### src/rtl/nand_async_seq.sv
module nand_async_seq #(
  parameter logic [31:0] CFG_RESET = 32'h0432_229C
) (
  input  logic        clk,
  input  logic        rst_n,
  input  logic        host_req,
  input  logic        host_wr,
  input  logic [3:0]  host_addr,
  input  logic [1:0]  host_size,
  input  logic [31:0] host_wdata,
  output logic [31:0] host_rdata,
  output logic        host_ack,
  output logic        nand_ce_n,
  output logic        nand_we_n,
  output logic        nand_re_n,
  output logic        nand_cle,
  output logic        nand_ale,
  output logic [7:0]  nand_dout,
  output logic        nand_doe,
  input  logic [7:0]  nand_din,
  input  logic        nand_rdy
);

  typedef enum logic [2:0] {IDLE, SETUP, STROBE, HOLD, TURN} st_t;

  st_t         st;
  logic [5:0]  cnt;
  logic [31:0] cfg, wbuf;
  logic        wr_q, cle_q, ale_q;
  logic [1:0]  idx, last_idx, rdy_s;

  logic [5:0] su_len, stb_len, ho_len, ta_len, acc_su;
  assign su_len  = wr_q ? {2'b0, cfg[29:26]} : {2'b0, cfg[16:13]};
  assign stb_len = wr_q ? cfg[25:20] : cfg[12:7];
  assign ho_len  = wr_q ? {3'b0, cfg[19:17]} : {3'b0, cfg[6:4]};
  assign ta_len  = {4'b0, cfg[3:2]};
  assign acc_su  = host_wr ? {2'b0, cfg[29:26]} : {2'b0, cfg[16:13]};

  logic in_cyc;
  assign in_cyc    = (st == SETUP) || (st == STROBE) || (st == HOLD);
  assign nand_ce_n = !in_cyc;
  assign nand_we_n = !(st == STROBE && wr_q);
  assign nand_re_n = !(st == STROBE && !wr_q);
  assign nand_cle  = in_cyc && cle_q;
  assign nand_ale  = in_cyc && ale_q;
  assign nand_doe  = in_cyc && wr_q;
  assign nand_dout = nand_doe ? wbuf[{idx, 3'b000} +: 8] : 8'h00;

  always_ff @(posedge clk or negedge rst_n) begin
    if (!rst_n) begin
      st <= IDLE;  cnt <= '0;  cfg <= CFG_RESET;  wbuf <= '0;
      wr_q <= 1'b0;  cle_q <= 1'b0;  ale_q <= 1'b0;
      idx <= '0;  last_idx <= '0;  rdy_s <= '0;
      host_rdata <= '0;  host_ack <= 1'b0;
    end else begin
      rdy_s    <= {rdy_s[0], nand_rdy};
      host_ack <= 1'b0;
      case (st)
        IDLE: if (host_req && !host_ack) begin
          if (host_addr[3]) begin
            if (host_wr) cfg <= host_wdata;
            host_rdata <= cfg;
            host_ack   <= 1'b1;
          end else if (host_addr[2]) begin
            host_rdata <= {31'b0, rdy_s[1]};
            host_ack   <= 1'b1;
          end else begin
            wr_q <= host_wr;  cle_q <= host_addr[1];  ale_q <= host_addr[0];
            wbuf <= host_wdata;  host_rdata <= '0;  idx <= '0;
            last_idx <= (host_size == 2'd0) ? 2'd0 : (host_size == 2'd1) ? 2'd1 : 2'd3;
            cnt <= acc_su;
            st  <= SETUP;
          end
        end
        SETUP: if (cnt == 0) begin st <= STROBE; cnt <= stb_len; end
               else cnt <= cnt - 1'b1;
        STROBE: if (cnt == 0) begin
          if (!wr_q) host_rdata[{idx, 3'b000} +: 8] <= nand_din;
          st <= HOLD;  cnt <= ho_len;
        end else cnt <= cnt - 1'b1;
        HOLD: if (cnt == 0) begin st <= TURN; cnt <= ta_len; end
              else cnt <= cnt - 1'b1;
        TURN: if (cnt == 0) begin
          if (idx == last_idx) begin st <= IDLE; host_ack <= 1'b1; end
          else begin idx <= idx + 1'b1; st <= SETUP; cnt <= su_len; end
        end else cnt <= cnt - 1'b1;
        default: st <= IDLE;
      endcase
    end
  end


  strobe_excl_chk: assert property (@(posedge clk) disable iff (!rst_n)
    !(!nand_we_n && !nand_re_n));

  we_in_ce_chk: assert property (@(posedge clk) disable iff (!rst_n)
    !nand_we_n |-> !nand_ce_n);

  latch_in_ce_chk: assert property (@(posedge clk) disable iff (!rst_n)
    (nand_cle || nand_ale) |-> !nand_ce_n);

  doe_no_read_chk: assert property (@(posedge clk) disable iff (!rst_n)
    nand_doe |-> nand_re_n);

  ack_pulse_chk: assert property (@(posedge clk) disable iff (!rst_n)
    host_ack |=> !host_ack);

  ack_idle_chk: assert property (@(posedge clk) disable iff (!rst_n)
    host_ack |-> nand_ce_n);

endmodule

### config.mk
export PLATFORM = sky130hd
export DESIGN_NAME = nand_async_seq
export DESIGN_NICKNAME = d
export VERILOG_FILES = /design/src/rtl/nand_async_seq.sv
export SDC_FILE = /design/constraint.sdc
export NUM_CORES = 1
export LEC_CHECK = 0
export ABC_AREA = 1
export CAP_MARGIN = 20
export CELL_PAD_IN_SITES_DETAIL_PLACEMENT = 1
export CELL_PAD_IN_SITES_GLOBAL_PLACEMENT = 1
export CORE_AREA = 2 2 134 103
export CTS_BUF_LIST = sky130_fd_sc_hd__clkbuf_16
export DETAILED_ROUTE_END_ITERATION = 16
export DIE_AREA = 0 0 136 105
export DONT_BUFFER_PORTS = 1
export PLACE_DENSITY_LB_ADDON = 0.1
export SLEW_MARGIN = 15
export SYNTH_ARGS = -nofsm -noshare
export SYNTH_HDL_FRONTEND = slang
export SYNTH_SLANG_ARGS = --single-unit
### constraint.sdc
create_clock -name clk -period 2.7 [get_ports clk]
set_input_delay 0.27 -clock clk [delete_from_list [all_inputs] [get_ports clk]]
set_output_delay 0.27 -clock clk [all_outputs]
set_load 0.01 [all_outputs]
==> results <==
- The flow ran to the end, but the final reports show violations.
- The checks that failed: hold timing.
- The worst setup path is launched from a flip-flop.
- The post-route standard cell area excluding fillers is 6660 sq um.
- The leakage power total is 3.30 nW.
- In this run the post-CTS setup repair buffer count came out at 0.
- Across the run, the number of max-cap violations was 0.
- Along the worst path, the maximum fanout reaches 13.
- Entering global routing, the biggest net connects 116 pins.
- The detailed-route via count is 5210.
- Counting both buffers and inverters, the worst setup path holds a total of 2.
- The total negative slack is 0 ns.
- The CTS tree is yes.
- Static timing analysis puts the maximum clock frequency at 0.401 GHz.
- The length of the first detailed-routing pass in iterations is 4.
- For met3 alone, demand over resource in global routing was 0.0796.
- The row count is 36.
- After detailed routing, the number of vias per cell comes to 5.44.
- The wire length of the first global-routing pass is 30800 um.
- After legalization and detailed placement, the total HPWL measured 13900 um.
- The commonest register cell after synthesis is sky130_fd_sc_hd__dfrtp_1.
- The final-report hold violation count is 115.
- The number of ports placed on the die boundary is 98.
- The worst-case IR drop observed on VDD is 0.000587 V.
- For the pin with the worst max-slew slack, the measured transition is 0.589 ns.
- In the final layout, the multi-input gates occupy 2520 sq um.
- For this run the aggregate overflow at the end of global routing stands at 0.
- The post-synthesis sequential element count is 115.
- The cell type group with the largest total delay on the critical path is flip-flops.
- At the worst endpoint, the required time is 3.02 ns.
- The share of layout cells above drive strength 1 is 0.0878.
- The final-report max-slew violation count came to 0.
- The number of hold buffers added after CTS was 7.
- Across every metal layer, demand over resource in global routing totals 0.288.
- The largest individual stage delay along the critical path comes from the cell sky130_fd_sc_hd__dfrtp_1.
- In the global route stage, met2 resource usage came out at 0.440.
- Of the post-synthesis cell area, the dominant cell type holds 0.448.
- The final cell count without fillers is 957.
- The gate count of the mapped netlist is 771.
- The async set-reset flop share out of synthesis is 1.00.
- The signal on the critical path passes through inv_2, ha_1, clkinv_1, nor3_1, a22oi_1, o21ai_0.
- The DRC marker count from the first detailed-route iteration is 418.
- The shortest clock period the worst path allows after layout is 2.49 ns.
- The worst slew margin relative to its limit is 0.608.
- Prior to clock tree synthesis, the placed netlist has a worst setup slack of 0.287 ns.
- The setup slack of the critical path after layout is 0.209 ns.
- The initial antenna violation count is 0.
- The arrival time of the worst setup path is 2.81 ns.
- Summing all placed instances gives a cell area of 5990 sq um.
- Clock-pin slew was measured on the worst setup and hold paths at 0.06 ns.
- The tree is rooted in a sky130_fd_sc_hd__clkbuf_16.
- In the global route stage, met1 resource usage came out at 0.400.
- The latest clock arrival within the worst-skew pair is 0.43 ns.
- After synthesis, the mean cell area works out to 7.61 sq um.
- The worst setup path is captured at a flip-flop.
- The post-route fraction of the period consumed by the critical path is 0.923.
- The total of fill cells in the finished design is 1616.
- The core region is 12900 sq um.
- The power per unit of standard cell area is 1350 nW/um^2.
- Input and output buffers added on the ports amount to 0.
- Final hold analysis gives a worst-case slack of -0.457 ns.
- The cell taking the most area after synthesis is sky130_fd_sc_hd__dfrtp_1.
- The maximum level of the CTS H-tree is 4.
- The synthesized area is 5870 sq um.
- The type of the worst setup path is flip-flop to flip-flop.
- In the post-synthesis netlist, the biggest area contributors are sky130_fd_sc_hd__dfrtp_1 (45%), sky130_fd_sc_hd__nand2_1 (15%), sky130_fd_sc_hd__o21ai_0 (9.6%), sky130_fd_sc_hd__inv_1 (4.6%), sky130_fd_sc_hd__nor2_1 (4.5%).
- The via count of the first global-routing pass is 5431.
- No sink is reached through more buffers than the 2 on the longest clock path.
- The number of warnings reported in the yosys synthesis log is 0.
- The total setup violations reported at the end of the flow is 0.
- The worst setup skew after layout is 0.00890 ns.
- The worst min-delay path class is primary input to asynchronous set/reset pin.
- Relative to the synthesized area, the layout overhead comes to 13.5%.
- The vertical die dimension is 105 um.
- The routability-driven placement congestion ratio is 0.939.
- Of the synthesized area, sequential elements account for 0.493.
- The post-synthesis net count is 827.
- Yosys mapped the design onto 35 distinct sky130hd cell types.
- The placed cell count is 918.
- The count of nets left with antenna violations once routing finished came out at 0.
- The number of diodes is 0.
- The die span in x is 136 um.
- The total clock sinks is 115.
- The initial utilization of the core area, before any placement, comes to 0.455.
- The routed wirelength normalized by instance count is 20.1 um.
- Setup repair after global routing left no endpoint under its margin.
- The highest cell delay on the worst timing path is 0.60 ns.
- For this run, design rule violations remaining after detail routing come to 0.
- The number of clock buffers inserted by TritonCTS is 17.
- The global routing stage identified its most utilized layer as met2.
- The floorplan step defined a die boundary enclosing 14300 sq um.
- The sequential cells in the finished layout cover a total of 2890 sq um.
- The synthesized design contains 0 enable-type register cells.
- For this block, the routed nets add up to 19200 um of wire.
- The net count of the finished layout is 829.
-- cell type report --
class | count | area share
timing repair buffer | 13 | 0.0192
clock buffer | 17 | 0.0639
inverter | 81 | 0.0457
sequential | 115 | 0.434
clock inverter | 15 | 0.0265
tap | 171 | 0.0321
multi-input combinational | 545 | 0.379
-- cell usage in the layout (no fill, tap or decap), types with 7 or more instances in the layout --
| cell type | synthesis | final |
|---|---|---|
| sky130_fd_sc_hd__nand2_1 | 237 | 236 |
| sky130_fd_sc_hd__a22oi_1 | 8 | 8 |
| sky130_fd_sc_hd__o21ai_0 | 112 | 112 |
| sky130_fd_sc_hd__inv_2 | 7 | 7 |
| sky130_fd_sc_hd__inv_1 | 72 | 76 |
| sky130_fd_sc_hd__dfrtp_1 | 105 | 105 |
| sky130_fd_sc_hd__o21ai_1 | 14 | 14 |
| sky130_fd_sc_hd__nand4_1 | 7 | 7 |
| sky130_fd_sc_hd__dfstp_2 | 10 | 10 |
| sky130_fd_sc_hd__dlygate4sd3_1 | 0 | 7 |
| sky130_fd_sc_hd__a21oi_1 | 30 | 30 |
| sky130_fd_sc_hd__nand3_1 | 32 | 32 |
| sky130_fd_sc_hd__clkbuf_16 | 0 | 17 |
| sky130_fd_sc_hd__nor2_1 | 71 | 71 |
-- cell usage after synthesis (3+ instances only) --
master / count
sky130_fd_sc_hd__nand2_1: 237
sky130_fd_sc_hd__dfrtp_1: 105
sky130_fd_sc_hd__a21oi_1: 30
sky130_fd_sc_hd__buf_2: 13
sky130_fd_sc_hd__inv_1: 72
sky130_fd_sc_hd__ha_1: 5
sky130_fd_sc_hd__clkbuf_1: 13
sky130_fd_sc_hd__dfstp_2: 10
sky130_fd_sc_hd__nand2_2: 3
sky130_fd_sc_hd__a22oi_1: 8
sky130_fd_sc_hd__o21ai_1: 14
sky130_fd_sc_hd__inv_2: 7
sky130_fd_sc_hd__nor2_1: 71
sky130_fd_sc_hd__o22ai_1: 4
sky130_fd_sc_hd__nor3_1: 3
sky130_fd_sc_hd__o21ai_0: 112
sky130_fd_sc_hd__nand3_1: 32
sky130_fd_sc_hd__nand4_1: 7
-- kinds of logic after synthesis --
logic type,count (synthesis),synth area share
fa+ha+maj,5,0.0107
simple gates,368,0.266
buf+inv,111,0.0776
compound gates,171,0.152
flops,115,0.493
xor+xnor,1,0.00149
-- sequential cells by signal, summed over array words and instances (netlist names), 2 cells and up --
signal and cells:
idx 2, wbuf 32, last_idx 2, st 3
cfg 32, rdy_s 2, cnt 6, host_rdata 32
-- path summary, 6_finish.rpt --
kind	from	end	slack, ns	cells past startpoint
min reg2reg	rdy_s[0]	rdy_s[1]	0.36	0
max	idx[1]	host_rdata[10]	0.21	6
min in group clk	host_wdata[1]	cfg[1]	0.02	2
max reg2reg	idx[1]	host_rdata[10]	0.21	6
min	rst_n	cfg[10]	-0.46	0
max in group asynchronous	rst_n	cfg[21]	2.93	0
-- metal layers --
metal	share of wire	up-vias	wire length [um]
met5	0	-	0
met4	0.015	0	293
met3	0.067	25	1280
met2	0.45	158	8650
met1	0.47	2550	8980
li1	-	2477	-
-- where the power goes --
part           internal, mW  switching (mW)
clock                  1.52           0.825
sequential             2.53           0.766
combinational          1.01            2.35
-- per-stage QoR --
| stage | power [mW] | hold WS [ns] | util |
|---|---|---|---|
| after detailed placement | 6.60 | -0.0223 | 0.465 |
| after CTS | 9.01 | -0.475 | 0.517 |
| after floorplan | 5.56 | -0.0256 | - |
| after global routing | 9.67 | -0.471 | 0.517 |
| final | 9.00 | -0.457 | 0.517 |
| after global placement | 6.43 | -0.0228 | 0.465 |
-- timing repair --
item,CTS,global route
endpoints found under the hold margin,122,115
setup endpoints to repair,0,0
gates resized for setup,0,0
Power figures use the tool's default switching activity.
